### src/rtl/be_lsu_aligner.sv
module be_lsu_aligner #(
  parameter int OFFSET_W = 16
) (
  input  logic                clk,
  input  logic                rst_n,
  input  logic                req_valid,
  input  logic                req_store,
  input  logic                req_word,
  input  logic                req_signed,
  input  logic [31:0]         base,
  input  logic [OFFSET_W-1:0] offset,
  input  logic [31:0]         store_data,
  output logic [31:0]         mem_addr,
  output logic                mem_en,
  output logic [3:0]          mem_we,
  output logic [31:0]         mem_wdata,
  output logic                misaligned,
  input  logic [31:0]         mem_rdata,
  output logic                load_valid,
  output logic [31:0]         load_data
);
  localparam int EXT_W = 32 - OFFSET_W;

  logic [1:0] lane;
  logic       accept;
  logic [1:0] lane_q;
  logic       word_q;
  logic       signed_q;
  logic [7:0] byte_sel;

  assign mem_addr   = base + {{EXT_W{offset[OFFSET_W-1]}}, offset};
  assign lane       = mem_addr[1:0];
  assign misaligned = req_valid && req_word && (lane != 2'd0);
  assign accept     = req_valid && !misaligned;
  assign mem_en     = accept;
  assign mem_we     = (accept && req_store) ? (req_word ? 4'b1111 : (4'b1000 >> lane)) : 4'b0000;
  assign mem_wdata  = req_word ? store_data : {4{store_data[7:0]}};

  always_ff @(posedge clk) begin
    if (!rst_n) begin
      load_valid <= 1'b0;
      lane_q     <= 2'd0;
      word_q     <= 1'b0;
      signed_q   <= 1'b0;
    end else begin
      load_valid <= accept && !req_store;
      if (accept && !req_store) begin
        lane_q   <= lane;
        word_q   <= req_word;
        signed_q <= req_signed;
      end
    end
  end

  always_comb begin
    case (lane_q)
      2'd0:    byte_sel = mem_rdata[31:24];
      2'd1:    byte_sel = mem_rdata[23:16];
      2'd2:    byte_sel = mem_rdata[15:8];
      default: byte_sel = mem_rdata[7:0];
    endcase
  end

  assign load_data = word_q ? mem_rdata : {{24{signed_q & byte_sel[7]}}, byte_sel};

  assert_byte_store_onehot_R5: assert property (@(posedge clk) disable iff (!rst_n)
    (req_valid && req_store && !req_word) |-> ($countones(mem_we) == 1));

  assert_misaligned_no_write_R8: assert property (@(posedge clk) disable iff (!rst_n)
    misaligned |-> (mem_we == 4'b0000 && !mem_en));

  assert_misaligned_no_load_R8: assert property (@(posedge clk) disable iff (!rst_n)
    misaligned |=> !load_valid);

  assert_word_store_all_lanes_R7: assert property (@(posedge clk) disable iff (!rst_n)
    (req_valid && req_store && req_word && !misaligned) |-> (mem_we == 4'b1111));

  assert_zero_ext_R4: assert property (@(posedge clk) disable iff (!rst_n)
    (req_valid && !req_store && !req_word && !req_signed) |=> (load_valid && load_data[31:8] == 24'h0));

  assert_sign_ext_R3: assert property (@(posedge clk) disable iff (!rst_n)
    (req_valid && !req_store && !req_word && req_signed) |=> (load_valid && load_data[31:8] == {24{load_data[7]}}));

  assert_store_no_result_R9: assert property (@(posedge clk) disable iff (!rst_n)
    (req_valid && req_store) |=> !load_valid);
endmodule

### config.mk
export PLATFORM = sky130hd
export DESIGN_NAME = be_lsu_aligner
export DESIGN_NICKNAME = d
export VERILOG_FILES = /design/src/rtl/be_lsu_aligner.sv
export SDC_FILE = /design/constraint.sdc
export NUM_CORES = 1
export LEC_CHECK = 0
export ABC_AREA = 1
export BUFFER_PORTS_ARGS = -buffer_cell sky130_fd_sc_hd__buf_4
export CORE_MARGIN = 2
export CORE_UTILIZATION = 45
export CTS_CLUSTER_SIZE = 8
export DETAILED_ROUTE_END_ITERATION = 16
export HOLD_SLACK_MARGIN = 0.12
export PLACE_DENSITY = 0.95
export SYNTH_ARGS = -nofsm -noshare
export SYNTH_HDL_FRONTEND = slang
export SYNTH_SLANG_ARGS = --single-unit
### constraint.sdc
create_clock -name clk -period 2.3 [get_ports clk]
set_input_delay 0 -clock clk [delete_from_list [all_inputs] [get_ports clk]]
set_output_delay 0 -clock clk [all_outputs]
set_load 0.01 [all_outputs]
# [Yosys cells after proc, flatten, opt, wreduce, memory -nomap -nowiden]
# Cells that the tools add are included.
[classes] shift=1 n_addsub=1 n_eq_ne=2 mux=5 reduce_logical=9 bitwise=1
[ops] operator="32-bit two-way mux" count=2
[ops] operator="32-bit adder" count=1
[ops] operator="8-bit case mux with 3 select lines" count=1
[ops] operator="4-bit two-way mux" count=2
[ops] operator="1-bit logical AND" count=5
[ops] operator="4-bit by 2-bit right shift with 4-bit output (first input constant)" count=1
[ops] operator="2-bit by 1-bit == test with 1-bit output (second input constant)" count=1
[ops] operator="2-bit == test (second input constant)" count=1
[ops] operator="1-bit logical NOT" count=2
[ops] operator="2-bit logical NOT" count=1
[ops] operator="2-bit nonzero test" count=1
[ops] operator="1-bit AND" count=1
[totals] inputBits=118 register_bits=5

# [Longest topological paths before layout]
# Gate-level depths: netlist of run 1.
[depth] word_depth=7 mapped_depth=12 ltp_nobuf=12

# [Worst setup path after synthesis of run 1]
# OpenSTA, ideal clock, no wires.
[synth_timing] path_type="input to register" from="input port offset[0]" to="register lane_q[1]" path_stages=8 setup_ns=0.125 n_path_buf=0 slack_ns=0.624 arrival_ns=1.550 path_cell_list="ha_1 > fa_1 > nor2_1 > nor3_2 > nor2_2 > nand2_2 > o21ai_0 > a21oi_1"
[synth_between] elab_chain_cells=6
[synth_lines] item="start, declared" line_no="11" source="input logic [OFFSET_W-1:0] offset,"
[synth_lines] item="32-bit adder" line_no="31" source="assign mem_addr = base + {{EXT_W{offset[OFFSET_W-1]}}, offset};"
[synth_lines] item="net mem_addr[1]" line_no="13" source="output logic [31:0] mem_addr,"
[synth_lines] item="2-bit nonzero test" line_no="33" source="assign misaligned = req_valid && req_word && (lane != 2'd0);"
[synth_lines] item="1-bit logical AND" line_no="33"
[synth_lines] item="net misaligned" line_no="17" source="output logic misaligned,"
[synth_lines] item="1-bit logical NOT" line_no="34" source="assign accept = req_valid && !misaligned;"
[synth_lines] item="1-bit logical AND" line_no="34"
[synth_lines] item="net mem_en" line_no="14" source="output logic mem_en,"
[synth_lines] item="1-bit logical AND" line_no="47" source="if (accept && !req_store) begin"
[synth_lines] item="end signal, assigned" line_no="48" source="lane_q <= lane;"
[synth_lines] item="end, declared" line_no="26" source="logic [1:0] lane_q;"
# The timed path passes the listed nets, and every way through them passes these cells.
# A chain may end at the register's enable or synchronous reset.

# [Final worst setup path of run 1]
[layout_timing] from="register lane_q[0]" to="output port load_data[24]"
[layout_between] elab_chain_cells=4 word_cells_on_any_way=6 cone_classes="eq/ne: 2; mux: 2; bitwise: 1; reduce/logical: 1"
[layout_lines] item="2-bit == test (tied with other cells)" line_no="56" source="case (lane_q)"
[layout_lines] item="8-bit case mux with 3 select lines (*)" line_no="56"
[layout_lines] item="1-bit AND (*)" line_no="64" source="assign load_data = word_q ? mem_rdata : {{24{signed_q & byte_sel[7]}}, byte_sel};"
[layout_lines] item="32-bit two-way mux (*)" line_no="64"
[layout_lines] item="end, declared" line_no="20" source="output logic [31:0] load_data"
# Every way passes the cells marked *; elsewhere a longest branch is shown, timed or not.

==> results of run 1 <==
## cell families (layout without fill, tap and decap cells)
group / count (synthesis) / count (layout) / share of synthesized area [%]
AOI/OAI and AO/OA: 55 / 55 / 8.92
xor gates and xnor gates: 16 / 16 / 4.18
adders and majority gates: 32 / 32 / 12.2
buffers and inverters: 141 / 353 / 17.4
DFF: 5 / 5 / 2.99
other: 0 / 4 / 0
and+or+nand+nor: 447 / 447 / 54.4
## final timing paths
kind / start / endpoint / slack [ps] / cells after the start
max: lane_q[0] / load_data[24] / 440 / 9
min: req_store / lane_q[0] / 170 / 4
max reg2reg: word_q / word_q / 1370 / 3
min reg2reg: signed_q / signed_q / 510 / 2
## worst reg2reg max path, cell delays in order (launching register included)
cell and delay [ps]:
dfxtp_1 310, buf_4 240, inv_1 160, a21oi_1 150
## layout by cell type, fill, tap and decap left out, types with 7 or more instances in the layout
cell and n:
nand2_2 24, ha_1 31, nand2_1 321, inv_1 123
buf_4 222, a21oi_1 35, o21ai_0 7, nand3_1 32
xor2_1 15, nor2_1 54
## area by class of cell
type                    count  area (um2)  area share [%]
repair buffers            224        1690            33.0
flip-flops and latches      5         100            1.96
diodes                      4        10.0           0.196
clock buffers               4        45.0           0.882
well taps                  99         124            2.43
multi-input cells         550        2670            52.3
inverters                 125         469            9.19
## power by group through the flow
| stage | sequential (mW) | combinational (mW) | clock [mW] |
|---|---|---|---|
| after floorplan | 0.0994 | 0.742 | 0 |
| after global placement | 0.100 | 1.35 | 0 |
| after detailed placement | 0.101 | 1.37 | 0 |
| after CTS | 0.0994 | 1.38 | 0.171 |
| after global routing | 0.100 | 1.52 | 0.178 |
| final | 0.0994 | 1.39 | 0.172 |
## routing by layer
layer | wire (um) | vias up
met1 | 5250 | 2139
met2 | 6370 | 210
met5 | 0 | -
met3 | 837 | 35
li1 | - | 2537
met4 | 627 | 0
## registers in the layout, indices dropped and copies added (netlist names)
signal      cells
word_q          1
signed_q        1
lane_q          2
load_valid      1
## stage by stage
step	util [%]	hold WS (ps)	cell area (um2)	power, mW
2_1_floorplan	-	91.8	3350	0.842
3_3_place_gp	69.4	187	5030	1.45
3_5_place_dp	69.4	189	5030	1.47
4_1_cts	70.3	162	5100	1.65
5_1_grt	70.4	187	5110	1.80
6_report	70.4	167	5110	1.66
## what timing repair did
action,CTS,global route
hold buffers,2,0
setup buffers,0,0
endpoints found under the hold margin,5,0
==> metrics.cfg, run 1 <==
[run_status]
status=finished, final reports clean

[clock_network]
clk_pin_slew_worst_paths_ps=40
cts_tree=built
cts-root-buf=clkbuf_8
cts-buffers-inserted=3
cts_resized=0
cts_sinks=5
cts_max_level=1
clk_latency_ps=230
cts_buffer_depth=2

[logic_synthesis]
ys_ff_latch=5
synth.most_common_cell=nand2_1
yosysTopAreaCell=nand2_1
synth_area_leaders=nand2_1 36%, inv_1 14%, ha_1 12%, nor2_1 6.0%, a21oi_1 5.2%
yosys.cell_types.count=30
synthArstFlopShare_pct=0
synth_top_area_share_pct=35.9
synth_commonest_cells=321 x nand2_1, 123 x inv_1, 54 x nor2_1
ys_seq_area_share_pct=2.99
synth_edf_count=0
syn_area_um2=3350
synth_top_flop_cell=dfxtp_1
syn_avg_cell_area_um2=4.82
syn_inst=696
synth_fp_nets=846
ys_warn_count=0

[layout]
layout.cells.non_filler=1011
syn_to_final_growth_pct=52.3
fillerInstances=647
fin_nets=1059
drive_gt1_share_pct=28.5

[power]
p_leak_nw=3.38
peakVddDrop_mv=0.162
comb_power_share_pct=83.6
p_int_mw=0.849
clockPowerShare_pct=10.4
power_density_nw_per_um2=325
swShare_pct=48.9
power_frac_seq_pct=6.0
p_sw_mw=0.811

[routing]
drc=0
wire_per_inst_um=12.9
drt_iter0_drc=275
ant_nets=0
vias_per_cell=4.87
firstDrtPassIters=5
postRouteWirelength_um=13100
vias=4921

[placement]
hpwl_um=11300
io_buffers=220
gp_congestion=1.04
dp_cells=1001
dp_slack_ps=506

[critical_path]
path_cells=nor2_4 > nand2_1 > o21ai_2 > o21ai_1 > nor2_2 > nand2_2 > buf_4 > nand2_2 > buf_4
worst-path-buf-inv=2
worstPathRequired_ps=2300
crit_slowest_cell=dfxtp_1
critPathTopFamily=flip-flops
critical_path.max_fanout=17
cp-end-kind=output port
critical_path_class=flip-flop to output port
cpPeakStageDelay_ps=580
critPathLaunchType=flip-flop
crit_arrival_ps=1860

[floorplan]
initial_core_util_pct=46.2
die_h_um=90.3
num_rows=31
fp.coreArea_um2=7250
io_pins=221
die_width_um=90.3
dieArea_um2=8160

[sta]
tightestPinTransition_ps=439
slew_viol_final=0
min_period_ps=1860
finalSetupViolCount=0
fmax_mhz=537
rsz0062_at_grt=no
setup_slack_ps=439
skew_ps=0
tns_ps=0
finalCritPeriodShare_pct=80.9
relSlewSlack_pct=70.7
finalHoldViolCount=0

[global_routing]
grtUsageTotal_pct=30.6
grt_use_met2_pct=56.3
busiest_layer=met2
antenna_found_initial=4
grt.overflow.total=0
first_global_vias=4519
grt_use_met3_pct=2.59
use_met1_pct=35.4
grt_max_degree=30
grt_pass1_wl_um=20900

[worst_hold_path]
min_path_type=primary input to flip-flop

[flow_run]
maxCapViolCount=0

No activity file was read; power rests on OpenSTA's default activity.
==> run 2, diff against run 1 <==
CORE_UTILIZATION = 44   (was 45)
PLACE_DENSITY = 0.94   (was 0.95)
clock period = 1.8 ns   (was 2.3 ns; I/O delays follow)
==> run 2 against run 1 <==
  * Sequential share of layout area about the same
  * Routed wire length decreased by 0.34%
  * Clock power increased by 20%
  * Non-clock buffer count increased by 3
  * Critical path depth increased by 4
  * Largest power group unchanged
==> metrics.cfg, run 2 (same netlist as run 1, synthesis figures left out) <==
[routing]
wire_per_inst_um=12.9  ; about the same
firstDrtPassIters=5  ; unchanged
drc=0  ; unchanged
postRouteWirelength_um=13000  ; was 13100 um
drt_iter0_drc=219  ; was 275
vias=4955  ; was 4921
vias_per_cell=4.91  ; was 4.87
ant_nets=0  ; unchanged

[placement]
gp_congestion=0.961  ; was 1.04
dp_slack_ps=97.5  ; was 506 ps
hpwl_um=11400  ; was 11300 um
io_buffers=220  ; unchanged

[clock_network]
cts-buffers-inserted=3  ; unchanged
clk_pin_slew_worst_paths_ps=40  ; about the same
cts_sinks=5  ; unchanged
clk_latency_ps=220  ; was 230 ps
cts-root-buf=clkbuf_8  ; unchanged
cts_tree=built  ; unchanged
cts_setup_buffers=0  ; unchanged
cts_buffer_depth=2  ; unchanged
cts_max_level=1  ; unchanged

[layout]
layout_commonest_cell=nand2_1  ; unchanged
drive_gt1_share_pct=29.4  ; was 28.5%
syn_to_final_growth_pct=53.5  ; was 52.3%
top_register=lane_q  ; unchanged
diodes=0  ; was 4
largest_register_ffs=2  ; unchanged
seqCellArea_um2=101  ; was 100 um2
fin_util_pct=70.2  ; was 70.4%
final_cell_mix=320 x nand2_1, 224 x buf_4, 123 x inv_1  ; was 321 x nand2_1, 222 x buf_4, 123 x inv_1
fin_nets=1062  ; was 1059
multiInputGateArea_um2=2690  ; was 2670 um2
fillerInstances=657  ; was 647

[sta]
fmax_mhz=602
min_period_ps=1660
relSlewSlack_pct=80.4  ; was 70.7%
finalHoldViolCount=0  ; unchanged
finalCritPeriodShare_pct=92.3
holdWs_ps=153  ; was 167 ps
slew_viol_final=0  ; unchanged
finalSetupViolCount=0  ; unchanged
tns_ps=0  ; unchanged
skew_ps=0  ; unchanged
rsz0062_at_grt=no  ; unchanged
setup_slack_ps=139  ; was 439 ps
tightestPinTransition_ps=292  ; was 439 ps

[floorplan]
dieArea_um2=8340  ; was 8160 um2
io_pins=221  ; unchanged
fp.coreArea_um2=7330  ; was 7250 um2
die_h_um=91.3  ; was 90.3 um
initial_core_util_pct=45.7  ; was 46.2%
num_rows=31  ; unchanged
die_width_um=91.3  ; was 90.3 um

[critical_path]
critPathLaunchType=primary input  ; was flip-flop
critical_path_class=primary input to output port  ; was flip-flop to output port
worstPathRequired_ps=1800  ; was 2300 ps
critical_path.max_fanout=3  ; was 17
crit_arrival_ps=1660  ; was 1860 ps
cp-end-kind=output port  ; unchanged

[power]
power_density_nw_per_um2=415  ; was 325 nW/um2
peakVddDrop_mv=0.224  ; was 0.162 mV
power_mw=2.13  ; was 1.66 mW
p_leak_nw=3.40  ; was 3.38 nW

[global_routing]
first_global_vias=4648  ; was 4519
antenna_found_initial=0  ; was 4
grtUsageTotal_pct=30.2  ; was 30.6%
grt_max_degree=30  ; unchanged
grt_pass1_wl_um=20900  ; about the same
grt.overflow.total=0  ; unchanged

[run_status]
status=finished, final reports clean  ; unchanged

[flow_run]
maxCapViolCount=0  ; unchanged

[worst_hold_path]
min_path_type=primary input to flip-flop  ; unchanged

==> run 2: changes by cell type in the layout (fill, tap and decap cells not counted), sizes merged <==
| cell | before | now |
|---|---|---|
| buf | 222 | 225 |
| diode | 4 | 0 |
==> run 2: power breakdown <==
group	leakage (nW)	switching, mW	internal, mW
registers	0.0414	0.00948	0.118
logic	3.33	0.976	0.824
clock network	0.0228	0.0548	0.152
total	3.40	1.04	1.09
==> run 2: critical path, stage by stage <==
cell and delay [ps]:
buf_4 110, ha_1 240, fa_2 360, buf_4 150, nand2_1 60, nand3_1 100, nand2_1 90, nand2_1 130
nand2_1 110, nand2_1 60, nand2_1 60, nand2_1 50, buf_4 140
==> run 2: path summary, 6_finish.rpt <==
check,start,to,slack (ps),depth (start not counted)
worst min register to register,signed_q,signed_q,470,2
worst max register to register,lane_q[1],lane_q[1],930,2
worst max-delay path,offset[0],mem_addr[30],140,13
worst min-delay path,req_store,signed_q,150,4
==> run 2: final cells by class <==
type,count,area share (%)
flip-flops and latches,5,1.97
clock buffers,4,0.875
repair buffers,227,33.4
well taps,99,2.41
multi-input cells,550,52.2
inverters,125,9.12
==> run 2: stage by stage <==
step	std cells	cell area [um2]
floorplan	696	3350
global placement	1004	5070
detailed placement	1004	5070
CTS	1010	5130
global route	1010	5150
finish	1010	5150
==> run 2: repair_timing <==
item	in CTS	in global routing
hold buffers	2	0
setup endpoints to repair	0	24
hold endpoints to repair	5	0
resized for setup	0	6
==> run 2: metal layers <==
layer,global-route usage (%),vias to the layer above,wire [um],part of all wire (%)
met2,52.6,244,6110,47
met4,13.8,0,583,4.5
li1,-,2536,-,-
met1,36.2,2127,5220,40
met5,0,-,0,0
met3,5.06,48,1130,8.7
==> run 3, diff against run 2 <==
CORE_UTILIZATION = 40   (was 44)
PLACE_DENSITY = 0.91   (was 0.94)
clock period = 1.4 ns   (was 1.8 ns; I/O delays follow)
==> run 3 against run 2 <==
  * The run now fails in 5_1_grt
  * Synthesized cell count unchanged
  * Synthesized area is the same
==> metrics.cfg, run 3 <==
[run_status]
stop_stage=5_1_grt
status=stopped before the end  ; was finished, final reports clean
error=[ERROR GRT-0232] Routing congestion too high. Check the congestion heatmap in the GUI.

[sta]
endpoint_type=primary output
grt-worst-endpoint=load_data[14]

[global_routing]
grt_max_degree=29
grtUsageTotal_pct=70.2
grt.overflow.total=31

[placement]
io_buffers=220  ; unchanged
gp_congestion=1.00  ; was 0.961
hpwl_um=12000  ; was 11400 um

[clock_network]
cts_max_level=1  ; unchanged
cts_buffer_depth=2  ; unchanged
cts-root-buf=clkbuf_8  ; unchanged
cts-buffers-inserted=3  ; unchanged
cts_sinks=5  ; unchanged

[logic_synthesis]
synth_commonest_cells=321 x nand2_1, 123 x inv_1, 54 x nor2_1  ; unchanged
ys_warn_count=0  ; unchanged
synth_area_leaders=nand2_1 36%, inv_1 14%, ha_1 12%, nor2_1 6.0%, a21oi_1 5.2%  ; unchanged
synth_fp_nets=846  ; unchanged
synth_edf_count=0  ; unchanged
syn_avg_cell_area_um2=4.82  ; unchanged
syn_area_um2=3350  ; unchanged
ys_ff_latch=5  ; unchanged
yosys.cell_types.count=30  ; unchanged
synth_top_area_share_pct=35.9  ; unchanged
ys_seq_area_share_pct=2.99  ; unchanged
synthArstFlopShare_pct=0  ; unchanged
synth_top_flop_cell=dfxtp_1  ; unchanged
syn_inst=696  ; unchanged
synth.most_common_cell=nand2_1  ; unchanged
yosysTopAreaCell=nand2_1  ; unchanged

[floorplan]
io_pins=221  ; unchanged
die_width_um=95.6  ; was 91.3 um
initial_core_util_pct=41.0  ; was 45.7%
die_h_um=95.6  ; was 91.3 um
num_rows=33  ; was 31

run 3: cell counts after synthesis:
No cell type changed its count.
run 3: per-layer routing:
metal / GRT overflow / track usage (%)
met1: 0 / 66.9
met5: 0 / 32.1
met3: 0 / 62.3
met4: 11 / 68.5
met2: 20 / 84.6
run 3: cells by family after synthesis:
family	Yosys count	synth area share (%)
xor+xnor	16	4.18
simple gates	447	54.4
buf+inv	141	17.4
flops	5	2.99
compound gates	55	8.92
fa+ha+maj	32	12.2
run 3: timing repair:
item,CTS
endpoints found under the hold margin,5
cloned,1
buffers inserted,4
hold buffers,2
pin swaps,17
gates resized for setup,102
endpoints found under the setup margin,57
run 3: metrics by stage:
step	std cells	TNS, ps	cell area (um2)	worst slack, ps	util, %
CTS	1071	-2200	6140	-111	75.1
detailed placement	1061	-2730	5490	-192	67.2
global placement	1061	-1990	5490	-126	67.2
floorplan	696	-598	3390	-137	-
==> run 4, diff against run 3 <==
CORE_UTILIZATION = 30   (was 40)
CTS_CLUSTER_SIZE = unset   (was 8)
HOLD_SLACK_MARGIN = unset   (was 0.12)
PLACE_DENSITY = unset   (was 0.91)
PLACE_DENSITY_LB_ADDON = 0.15   (was unset)
clock period = 1.8 ns   (was 1.4 ns; I/O delays follow)
==> run 4 against run 3 <==
  * The run now ends clean
==> metrics.cfg, run 4 (same netlist as run 1, synthesis figures left out) <==
[power]
peakVddDrop_mv=0.189
clockPowerShare_pct=9.8
power_frac_seq_pct=6.0
p_sw_mw=1.01
swShare_pct=48.0
p_int_mw=1.09
comb_power_share_pct=84.2
p_leak_nw=3.41
power_density_nw_per_um2=406

[clock_network]
clk_latency_ps=220
cts_hold_buf=0  ; was 2
cts_max_level=1  ; unchanged
cts_setup_buffers=0  ; was 4
cts_tree=built
cts-root-buf=clkbuf_8  ; unchanged
cts_sinks=5  ; unchanged
cts-buffers-inserted=3  ; unchanged
cts_buffer_depth=2  ; unchanged
clk_pin_slew_worst_paths_ps=40

[layout]
largest_register_ffs=2
diodes=0
fin_nets=1063
layout_commonest_cell=nand2_1
fin_util_pct=47.7
final_cell_mix=318 x nand2_1, 227 x buf_4, 123 x inv_1
fillerInstances=1198
top_register=lane_q
syn_to_final_growth_pct=54.9
drive_gt1_share_pct=29.5

[placement]
hpwl_um=11000  ; was 12000 um
gp_congestion=0.855  ; was 1.00
io_buffers=220  ; unchanged

[routing]
wire_per_inst_um=11.8
ant_nets=0
vias=4623
drt_iter0_drc=261
vias_per_cell=4.39
postRouteWirelength_um=12400
drc=0
firstDrtPassIters=5

[flow_run]
maxCapViolCount=0

[critical_path]
crit_arrival_ps=1670
path_cells=buf_4 > ha_1 > fa_1 > nand3_1 > nand3_1 > nand2_1 > nand2_1 > nand2_2 > nand2_2 > nand2_1 > nand2_1 > nand2_1 > nand2_1 > buf_4
cp-end-kind=output port
critPathTopFamily=simple AND/OR/NAND/NOR gates
crit_path_frequent_cell=nand2_1
critPathLaunchType=primary input
crit_slowest_cell=fa_1
critical_path.max_fanout=4
critical_path_class=primary input to output port
worst-path-buf-inv=2
worstPathRequired_ps=1800
cpPeakStageDelay_ps=400

[global_routing]
antenna_found_initial=0
grt_max_degree=30
grtUsageTotal_pct=20.1
grt_pass1_wl_um=19400
first_global_vias=4184
grt.overflow.total=0

[floorplan]
dieArea_um2=12000
die_width_um=110  ; was 95.6 um
num_rows=38  ; was 33
die_h_um=110  ; was 95.6 um
io_pins=221  ; unchanged
initial_core_util_pct=30.8  ; was 41.0%
fp.coreArea_um2=10900

[sta]
skew_ps=0
min_period_ps=1670
slew_viol_final=0
fmax_mhz=600
finalCritPeriodShare_pct=92.6
rsz0062_at_grt=no
finalHoldViolCount=0
finalSetupViolCount=0
tns_ps=0
relSlewSlack_pct=79.6
tightestPinTransition_ps=306

[worst_hold_path]
min_path_type=primary input to flip-flop

[run_status]
status=finished, final reports clean  ; was stopped before the end

[run 4: through the flow]
step	power [mW]	hold slack (ps)	cells	setup slack, ps	area (um2)
6_report	2.11	44.6	1052	132	5190
3_3_place_gp	1.91	187	1048	146	5140
2_1_floorplan	1.08	91.8	696	124	3350
3_5_place_dp	1.91	189	1048	109	5140
5_1_grt	2.33	62.2	1052	6.09	5190
4_1_cts	2.13	39.4	1052	68.4	5180
[run 4: final timing paths]
path / from / slack [ps] / to / cells after the start
min reg2reg: signed_q / 480 / signed_q / 2
min: rst_n / 40 / word_q / 3
max: offset[0] / 130 / mem_addr[28] / 14
max reg2reg: lane_q[1] / 900 / lane_q[1] / 3
[run 4: worst register-to-register path: stages, from the launching register on]
cell     delay (ps)
dfxtp_1         450
inv_1           100
buf_4           170
a21oi_1         110
[run 4: layout make-up]
| class | instances | area [um2] | share of cell area, % |
|---|---|---|---|
| multi-input combinational | 550 | 2680 | 51.6 |
| sequential | 5 | 101 | 1.95 |
| tap | 140 | 175 | 3.37 |
| clock buffer | 4 | 45.0 | 0.867 |
| inverter | 125 | 469 | 9.03 |
| timing repair buffer | 228 | 1720 | 33.2 |
[run 4: routing by layer]
layer	vias to the layer above	wire length, um	track usage [%]
met5	-	0	0
met4	0	174	4.07
met1	1932	5220	23.3
met2	138	6160	38.8
li1	2541	-	-
met3	12	878	2.61
[run 4: repair_timing]
item / in CTS / in global routing
endpoints found under the setup margin: 0 / 8
gates resized for setup: 0 / 4
endpoints found under the hold margin: 0 / 0
[run 4: power by group through the flow]
stage / clock [mW] / combinational, mW / sequential (mW)
floorplan: 0 / 0.949 / 0.127
global placement: 0 / 1.78 / 0.128
detailed placement: 0 / 1.78 / 0.129
CTS: 0.214 / 1.79 / 0.127
global route: 0.222 / 1.98 / 0.129
finish: 0.206 / 1.77 / 0.127
